==> src/rtl/pwg_pkg.sv <==
package pwg_pkg;

  localparam int KDIM  = 3;
  localparam int KTAPS = KDIM * KDIM;

  typedef struct packed {
    logic top;
    logic bottom;
    logic left;
    logic right;
  } pad_mask_t;

  // A tap is blanked when it falls on a padded border of the centre pixel.
  function automatic logic tap_blank(pad_mask_t m, int row, int col);
    return (row == 0 && m.top) || (row == KDIM - 1 && m.bottom) ||
           (col == 0 && m.left) || (col == KDIM - 1 && m.right);
  endfunction

endpackage

==> src/rtl/pwg_line_buffer.sv <==
module pwg_line_buffer #(
  parameter int DEPTH = 5,
  parameter int WIDTH = 96
) (
  input  logic             clk,
  input  logic             rst,
  input  logic             shift,
  input  logic [WIDTH-1:0] din,
  output logic [WIDTH-1:0] dout
);

  localparam int AW = (DEPTH > 1) ? $clog2(DEPTH) : 1;
  localparam logic [AW-1:0] LAST_ADDR = AW'(DEPTH - 1);

  logic [WIDTH-1:0] mem [DEPTH];
  logic [AW-1:0]    wr_ptr;
  logic [AW-1:0]    rd_ptr;

  // Read one slot ahead so the registered output already holds the word
  // written DEPTH shifts before the next shift.
  always_comb begin
    if (wr_ptr == LAST_ADDR) rd_ptr = '0;
    else                     rd_ptr = wr_ptr + AW'(1);
  end

  always_ff @(posedge clk) begin
    if (shift) mem[wr_ptr] <= din;
  end

  always_ff @(posedge clk) begin
    if (rst) begin
      wr_ptr <= '0;
      dout   <= '0;
    end else if (shift) begin
      wr_ptr <= rd_ptr;
      dout   <= mem[rd_ptr];
    end
  end

endmodule

==> src/rtl/pwg_scan_ctrl.sv <==
module pwg_scan_ctrl
  import pwg_pkg::*;
#(
  parameter int IMG_W = 5,
  parameter int IMG_H = 5
) (
  input  logic      clk,
  input  logic      rst,
  input  logic      in_valid,
  output logic      step,
  output logic      in_phase,
  output logic      emit,
  output logic      frame_end,
  output pad_mask_t pad
);

  localparam int RW = $clog2(IMG_H + 2);
  localparam int CW = (IMG_W > 1) ? $clog2(IMG_W) : 1;
  localparam logic [RW-1:0] ROW_IMG   = RW'(IMG_H);
  localparam logic [RW-1:0] ROW_END   = RW'(IMG_H + 1);
  localparam logic [RW-1:0] ROW_BOT   = RW'(IMG_H - 1);
  localparam logic [CW-1:0] COL_LAST  = CW'(IMG_W - 1);

  // Step position in raster order; rows IMG_H and IMG_H+1 form the tail.
  logic [RW-1:0] srow;
  logic [CW-1:0] scol;
  logic [RW-1:0] crow;
  logic [CW-1:0] ccol;

  always_comb begin
    in_phase  = (srow < ROW_IMG);
    step      = in_phase ? in_valid : 1'b1;
    emit      = (srow >= RW'(2)) || ((srow == RW'(1)) && (scol != '0));
    frame_end = (srow == ROW_END);
    // Centre of the emitted window trails the step by IMG_W+1 positions.
    if (scol == '0) begin
      crow = srow - RW'(2);
      ccol = COL_LAST;
    end else begin
      crow = srow - RW'(1);
      ccol = scol - CW'(1);
    end
    pad.top    = (crow == '0);
    pad.bottom = (crow == ROW_BOT);
    pad.left   = (ccol == '0);
    pad.right  = (ccol == COL_LAST);
  end

  always_ff @(posedge clk) begin
    if (rst) begin
      srow <= '0;
      scol <= '0;
    end else if (step) begin
      if (frame_end) begin
        srow <= '0;
        scol <= '0;
      end else if (scol == COL_LAST) begin
        scol <= '0;
        srow <= srow + RW'(1);
      end else begin
        scol <= scol + CW'(1);
      end
    end
  end

endmodule

==> src/rtl/pwg_window_regs.sv <==
module pwg_window_regs
  import pwg_pkg::*;
#(
  parameter int WORD = 96
) (
  input  logic                       clk,
  input  logic                       rst,
  input  logic                       step,
  input  logic                       emit,
  input  logic                       frame_end,
  input  pad_mask_t                  pad,
  input  logic [KDIM-1:0][WORD-1:0]  new_col,
  output logic                       out_valid,
  output logic                       out_last,
  output logic [KTAPS*WORD-1:0]      out_window
);

  // hist[row][0] is the older column, hist[row][1] the newer one.
  logic [KDIM-1:0][KDIM-2:0][WORD-1:0] hist;
  logic [KTAPS-1:0][WORD-1:0]          raw_taps;
  logic [KTAPS-1:0][WORD-1:0]          masked_taps;
  logic [KTAPS-1:0][WORD-1:0]          win_q;

  for (genvar r = 0; r < KDIM; r++) begin : g_row
    for (genvar c = 0; c < KDIM; c++) begin : g_col
      localparam int T = r * KDIM + c;
      if (c == KDIM - 1) begin : g_fresh
        assign raw_taps[T] = new_col[r];
      end else begin : g_held
        assign raw_taps[T] = hist[r][c];
      end
      assign masked_taps[T] = tap_blank(pad, r, c) ? '0 : raw_taps[T];
    end
  end

  always_ff @(posedge clk) begin
    if (rst) begin
      hist      <= '0;
      win_q     <= '0;
      out_valid <= 1'b0;
      out_last  <= 1'b0;
    end else begin
      out_valid <= step && emit;
      out_last  <= step && frame_end;
      if (step) begin
        for (int r = 0; r < KDIM; r++) begin
          hist[r][0] <= hist[r][1];
          hist[r][1] <= new_col[r];
        end
      end
      if (step && emit) win_q <= masked_taps;
    end
  end

  assign out_window = win_q;

endmodule

==> src/rtl/padded_window_gen.sv <==
module padded_window_gen
  import pwg_pkg::*;
#(
  parameter int IMG_W    = 5,
  parameter int IMG_H    = 5,
  parameter int CHANNELS = 3,
  parameter int CH_BITS  = 32,
  localparam int WORD     = CHANNELS * CH_BITS,
  localparam int WIN_BITS = KTAPS * WORD
) (
  input  logic                clk,
  input  logic                rst,
  input  logic                in_valid,
  input  logic [WORD-1:0]     in_data,
  output logic                out_valid,
  output logic [WIN_BITS-1:0] out_window,
  output logic                out_last
);

  logic      step;
  logic      in_phase;
  logic      emit;
  logic      frame_end;
  pad_mask_t pad;

  logic [WORD-1:0] pix;
  logic [WORD-1:0] row_prev;
  logic [WORD-1:0] row_prev2;
  logic [KDIM-1:0][WORD-1:0] new_col;

  pwg_scan_ctrl #(.IMG_W(IMG_W), .IMG_H(IMG_H)) u_ctrl (
    .clk       (clk),
    .rst       (rst),
    .in_valid  (in_valid),
    .step      (step),
    .in_phase  (in_phase),
    .emit      (emit),
    .frame_end (frame_end),
    .pad       (pad)
  );

  // Tail steps feed zeros; those taps are blanked as bottom padding anyway.
  assign pix = in_phase ? in_data : '0;

  pwg_line_buffer #(.DEPTH(IMG_W), .WIDTH(WORD)) u_lb_near (
    .clk   (clk),
    .rst   (rst),
    .shift (step),
    .din   (pix),
    .dout  (row_prev)
  );

  pwg_line_buffer #(.DEPTH(IMG_W), .WIDTH(WORD)) u_lb_far (
    .clk   (clk),
    .rst   (rst),
    .shift (step),
    .din   (row_prev),
    .dout  (row_prev2)
  );

  assign new_col[0] = row_prev2;
  assign new_col[1] = row_prev;
  assign new_col[2] = pix;

  pwg_window_regs #(.WORD(WORD)) u_win (
    .clk        (clk),
    .rst        (rst),
    .step       (step),
    .emit       (emit),
    .frame_end  (frame_end),
    .pad        (pad),
    .new_col    (new_col),
    .out_valid  (out_valid),
    .out_last   (out_last),
    .out_window (out_window)
  );

endmodule

==> config.mk <==
export PLATFORM = sky130hd
export DESIGN_NAME = padded_window_gen
export DESIGN_NICKNAME = d
export VERILOG_FILES = /design/src/rtl/pwg_pkg.sv /design/src/rtl/pwg_line_buffer.sv /design/src/rtl/pwg_scan_ctrl.sv /design/src/rtl/pwg_window_regs.sv /design/src/rtl/padded_window_gen.sv
export SDC_FILE = /design/constraint.sdc
export NUM_CORES = 2
export LEC_CHECK = 0
export ABC_AREA = 1
export BUFFER_PORTS_ARGS = -buffer_cell sky130_fd_sc_hd__buf_2
export CAP_MARGIN = 20
export CORE_MARGIN = 2
export CORE_UTILIZATION = 63
export DETAILED_ROUTE_END_ITERATION = 6
export GPL_TIMING_DRIVEN = 1
export PLACE_DENSITY = 0.91
export SKIP_CTS_REPAIR_TIMING = 1
export SLEW_MARGIN = 20
export SYNTH_ARGS = -nofsm -noshare
export SYNTH_HDL_FRONTEND = slang
export SYNTH_SLANG_ARGS = --single-unit
==> constraint.sdc <==
create_clock -name clk -period 7.8 [get_ports clk]
set_input_delay 2.34 -clock clk [delete_from_list [all_inputs] [get_ports clk]]
set_output_delay 2.34 -clock clk [all_outputs]
set_load 0.01 [all_outputs]
==> impl_metrics.json <==
{
  "wl_met3_mm": 41.8,
  "antenna_found_initial": 7,
  "yosysSeqAreaShare_pct": 64.1,
  "fin_setup_tns_ns": 0,
  "wirelength_mm": 302,
  "final_net_count": 10600,
  "synth_top_area_share_pct": 34.2,
  "violations": "design-rule violations",
  "layout_common_cells": "nand2_1, dfxtp_1, a21oi_1, buf_2, edfxtp_1",
  "finalHoldViolCount": 0,
  "avgSynthCellArea_um2": 9.56,
  "synth_seq_cells": 2606,
  "dpl.hpwl_mm": 178,
  "dr.max_layer_used": "met5",
  "design_area_um2": 109000,
  "p_leak_uw": 0.0422,
  "min_period_ns": 5.19,
  "syn_nets": 10200,
  "cts_tree": "done",
  "drive_above_1_share_pct": 13.8,
  "dieArea_um2": 156000,
  "drcViolationCount": 4,
  "grt_pass1_wl_mm": 448,
  "worst-endpoint-arrival_ns": 5.65,
  "clk_pin_slew_ns": 0.06,
  "h-tree-depth": 4,
  "routed-wl-met2_mm": 132,
  "dieHeight_um": 395,
  "setup.worst_path.class": "in2reg",
  "rsz0062_at_grt": "no",
  "finalCritPeriodShare_pct": 66.6,
  "setup_viol": 0,
  "syn_area_um2": 96400,
  "num_vias": 81300,
  "clockBufferDepth": 3,
  "ir_drop_mv": 0.254,
  "num-fill-cells": 9689,
  "synth_top_area_cell": "dfxtp_1",
  "grt_pass1_vias": 75200,
  "max_cap_viol_count": 0,
  "final_common_cell": "nand2_1",
  "clk_latency_ns": 0.89,
  "required_ns": 8.26,
  "fmaxAchievable_ghz": 0.193,
  "die_w_um": 395,
  "first_iter_violations": 11800,
  "grt.overflow.total": 0,
  "area_growth_pct": 13.3,
  "gp_congestion": 0.885,
  "min_path_type": "reg2reg",
  "via_per_inst": 6.38,
  "drtPass1Iterations": 7,
  "synth_cells": 10100,
  "placed_cell_area_um2": 101000,
  "synth_area_leaders": "dfxtp_1, edfxtp_1, a21oi_1",
  "core-area_um2": 152000,
  "clkSinkCount": 2606,
  "ant_nets": 0,
  "wl_met1_mm": 110,
  "io_buffers": 964,
  "drv_slew": 0,
  "grt_usage_pct": 36.9,
  "start_util_pct": 63.5,
  "row_count": 143,
  "status": "finished with violations",
  "io_pins": 965,
  "max_slew.worst_pin.slew_ns": 1.21,
  "cts-root-buf": "clkbuf_16",
  "cts_buffers": 234,
  "ys_types": 29,
  "wl_per_cell_um": 23.7,
  "clock_skew_ns": 0.0750,
  "path_max_fanout": 191,
  "critPathLaunchType": "input port",
  "max_slew_margin_pct": 19.2,
  "grt_max_degree": 275,
  "cp-end-kind": "register",
  "p_per_area_nw_per_um2": 268,
  "synth_warnings": 0,
  "timing.hold.ws_ns": 0.429
}
cells by family after synthesis:
logic type / share of synthesized area, %
and+or+nand+nor: 17.2
DFF: 64.1
AOI/OAI and AO/OA: 12.9
buffers and inverters: 5.61
adders and majority gates: 0.182
synthesized netlist by cell type:
| master | instances |
|---|---|
| o211ai_1 | 96 |
| a31oi_1 | 97 |
| nand3b_1 | 96 |
| ha_1 | 14 |
| a21boi_1 | 1 |
| nor2_2 | 1 |
| nor2_4 | 1 |
| clkbuf_1 | 476 |
| edfxtp_1 | 960 |
| buf_4 | 60 |
| nand2_1 | 1863 |
| inv_1 | 414 |
| clkinv_1 | 1 |
| a21oi_1 | 1414 |
| nor3_1 | 1 |
| buf_1 | 39 |
| nand4_1 | 386 |
| nand2_2 | 4 |
| a21oi_4 | 1 |
| dfxtp_1 | 1646 |
| nand3_1 | 743 |
| a211oi_1 | 37 |
| o21ai_0 | 741 |
| inv_2 | 4 |
| nor2_1 | 657 |
| buf_2 | 291 |
| o32ai_1 | 1 |
| or2_2 | 38 |
| nand3_2 | 2 |
where the power goes:
part           total, µW  leakage (µW)  switching [µW]  internal [µW]
logic               1990        0.0159            1500            496
clock network      12100       0.00401            5190           6930
registers          15200        0.0222             536          14600
total              29300        0.0422            7230          22100
critical path: stages:
cell and delay (ns):
buf_4 0.49, nand3b_1 0.27, buf_12 0.45, nand3_1 0.32, inv_4 0.80, buf_4 0.56
final cells by class:
type                    instances  area (µm²)  share of cell area [%]
flip-flops and latches       2606       61800                    56.5
clock inverters               115        1490                    1.36
inverters                     419        1630                    1.49
diodes                          5        12.5                  0.0115
multi-input cells            6194       29300                    26.9
well taps                    2030        2540                    2.32
repair buffers               1036        5720                    5.24
clock buffers                 332        6760                    6.19
metal layers:
| layer | global-route usage, % | vias to the layer above |
|---|---|---|
| li1 | - | 35500 |
| met1 | 50.0 | 38600 |
| met2 | 55.4 | 6162 |
| met3 | 8.93 | 1019 |
| met4 | 18.9 | 4 |
| met5 | 0 | - |
per-stage QoR:
step                      std cells  setup WS, ns  total power [µW]  utilization [%]
after global placement        12300          2.07             17200             66.4
after floorplan               10100          2.13             16500                -
after global routing          12700          2.59             30000             71.9
final                         12700          2.61             29300             71.9
after detailed placement      12300          1.97             17300             66.4
after CTS                     12700          2.82             29200             71.9
final timing paths:
check / from / endpoint / slack, ns / cells after the start
max: in_valid / u_lb_near.mem[1][37]$_DFFE_PP_ / 2.61 / 6
min: u_win.hist[329]$_SDFFE_PP0P_ / u_win.hist[233]$_SDFFE_PP0P_ / 0.43 / 2
max reg2reg: u_ctrl.srow[1]$_SDFFE_PP0P_ / u_win.out_window[216]$_SDFFE_PP0P_ / 3.56 / 11
min reg2reg: u_win.hist[329]$_SDFFE_PP0P_ / u_win.hist[233]$_SDFFE_PP0P_ / 0.43 / 2
registers in the layout (all words and copies together) (netlist names):
register / count
u_win.out_valid: 1
u_ctrl.srow: 3
u_lb_far.dout: 96
u_lb_far.wr_ptr: 3
u_lb_near.dout: 96
u_win.out_window: 864
u_lb_far.mem: 480
u_win.hist: 576
u_lb_near.wr_ptr: 3
u_win.out_last: 1
u_lb_near.mem: 480
u_ctrl.scol: 3
Note: power is estimated with default switching activity, not from simulation.
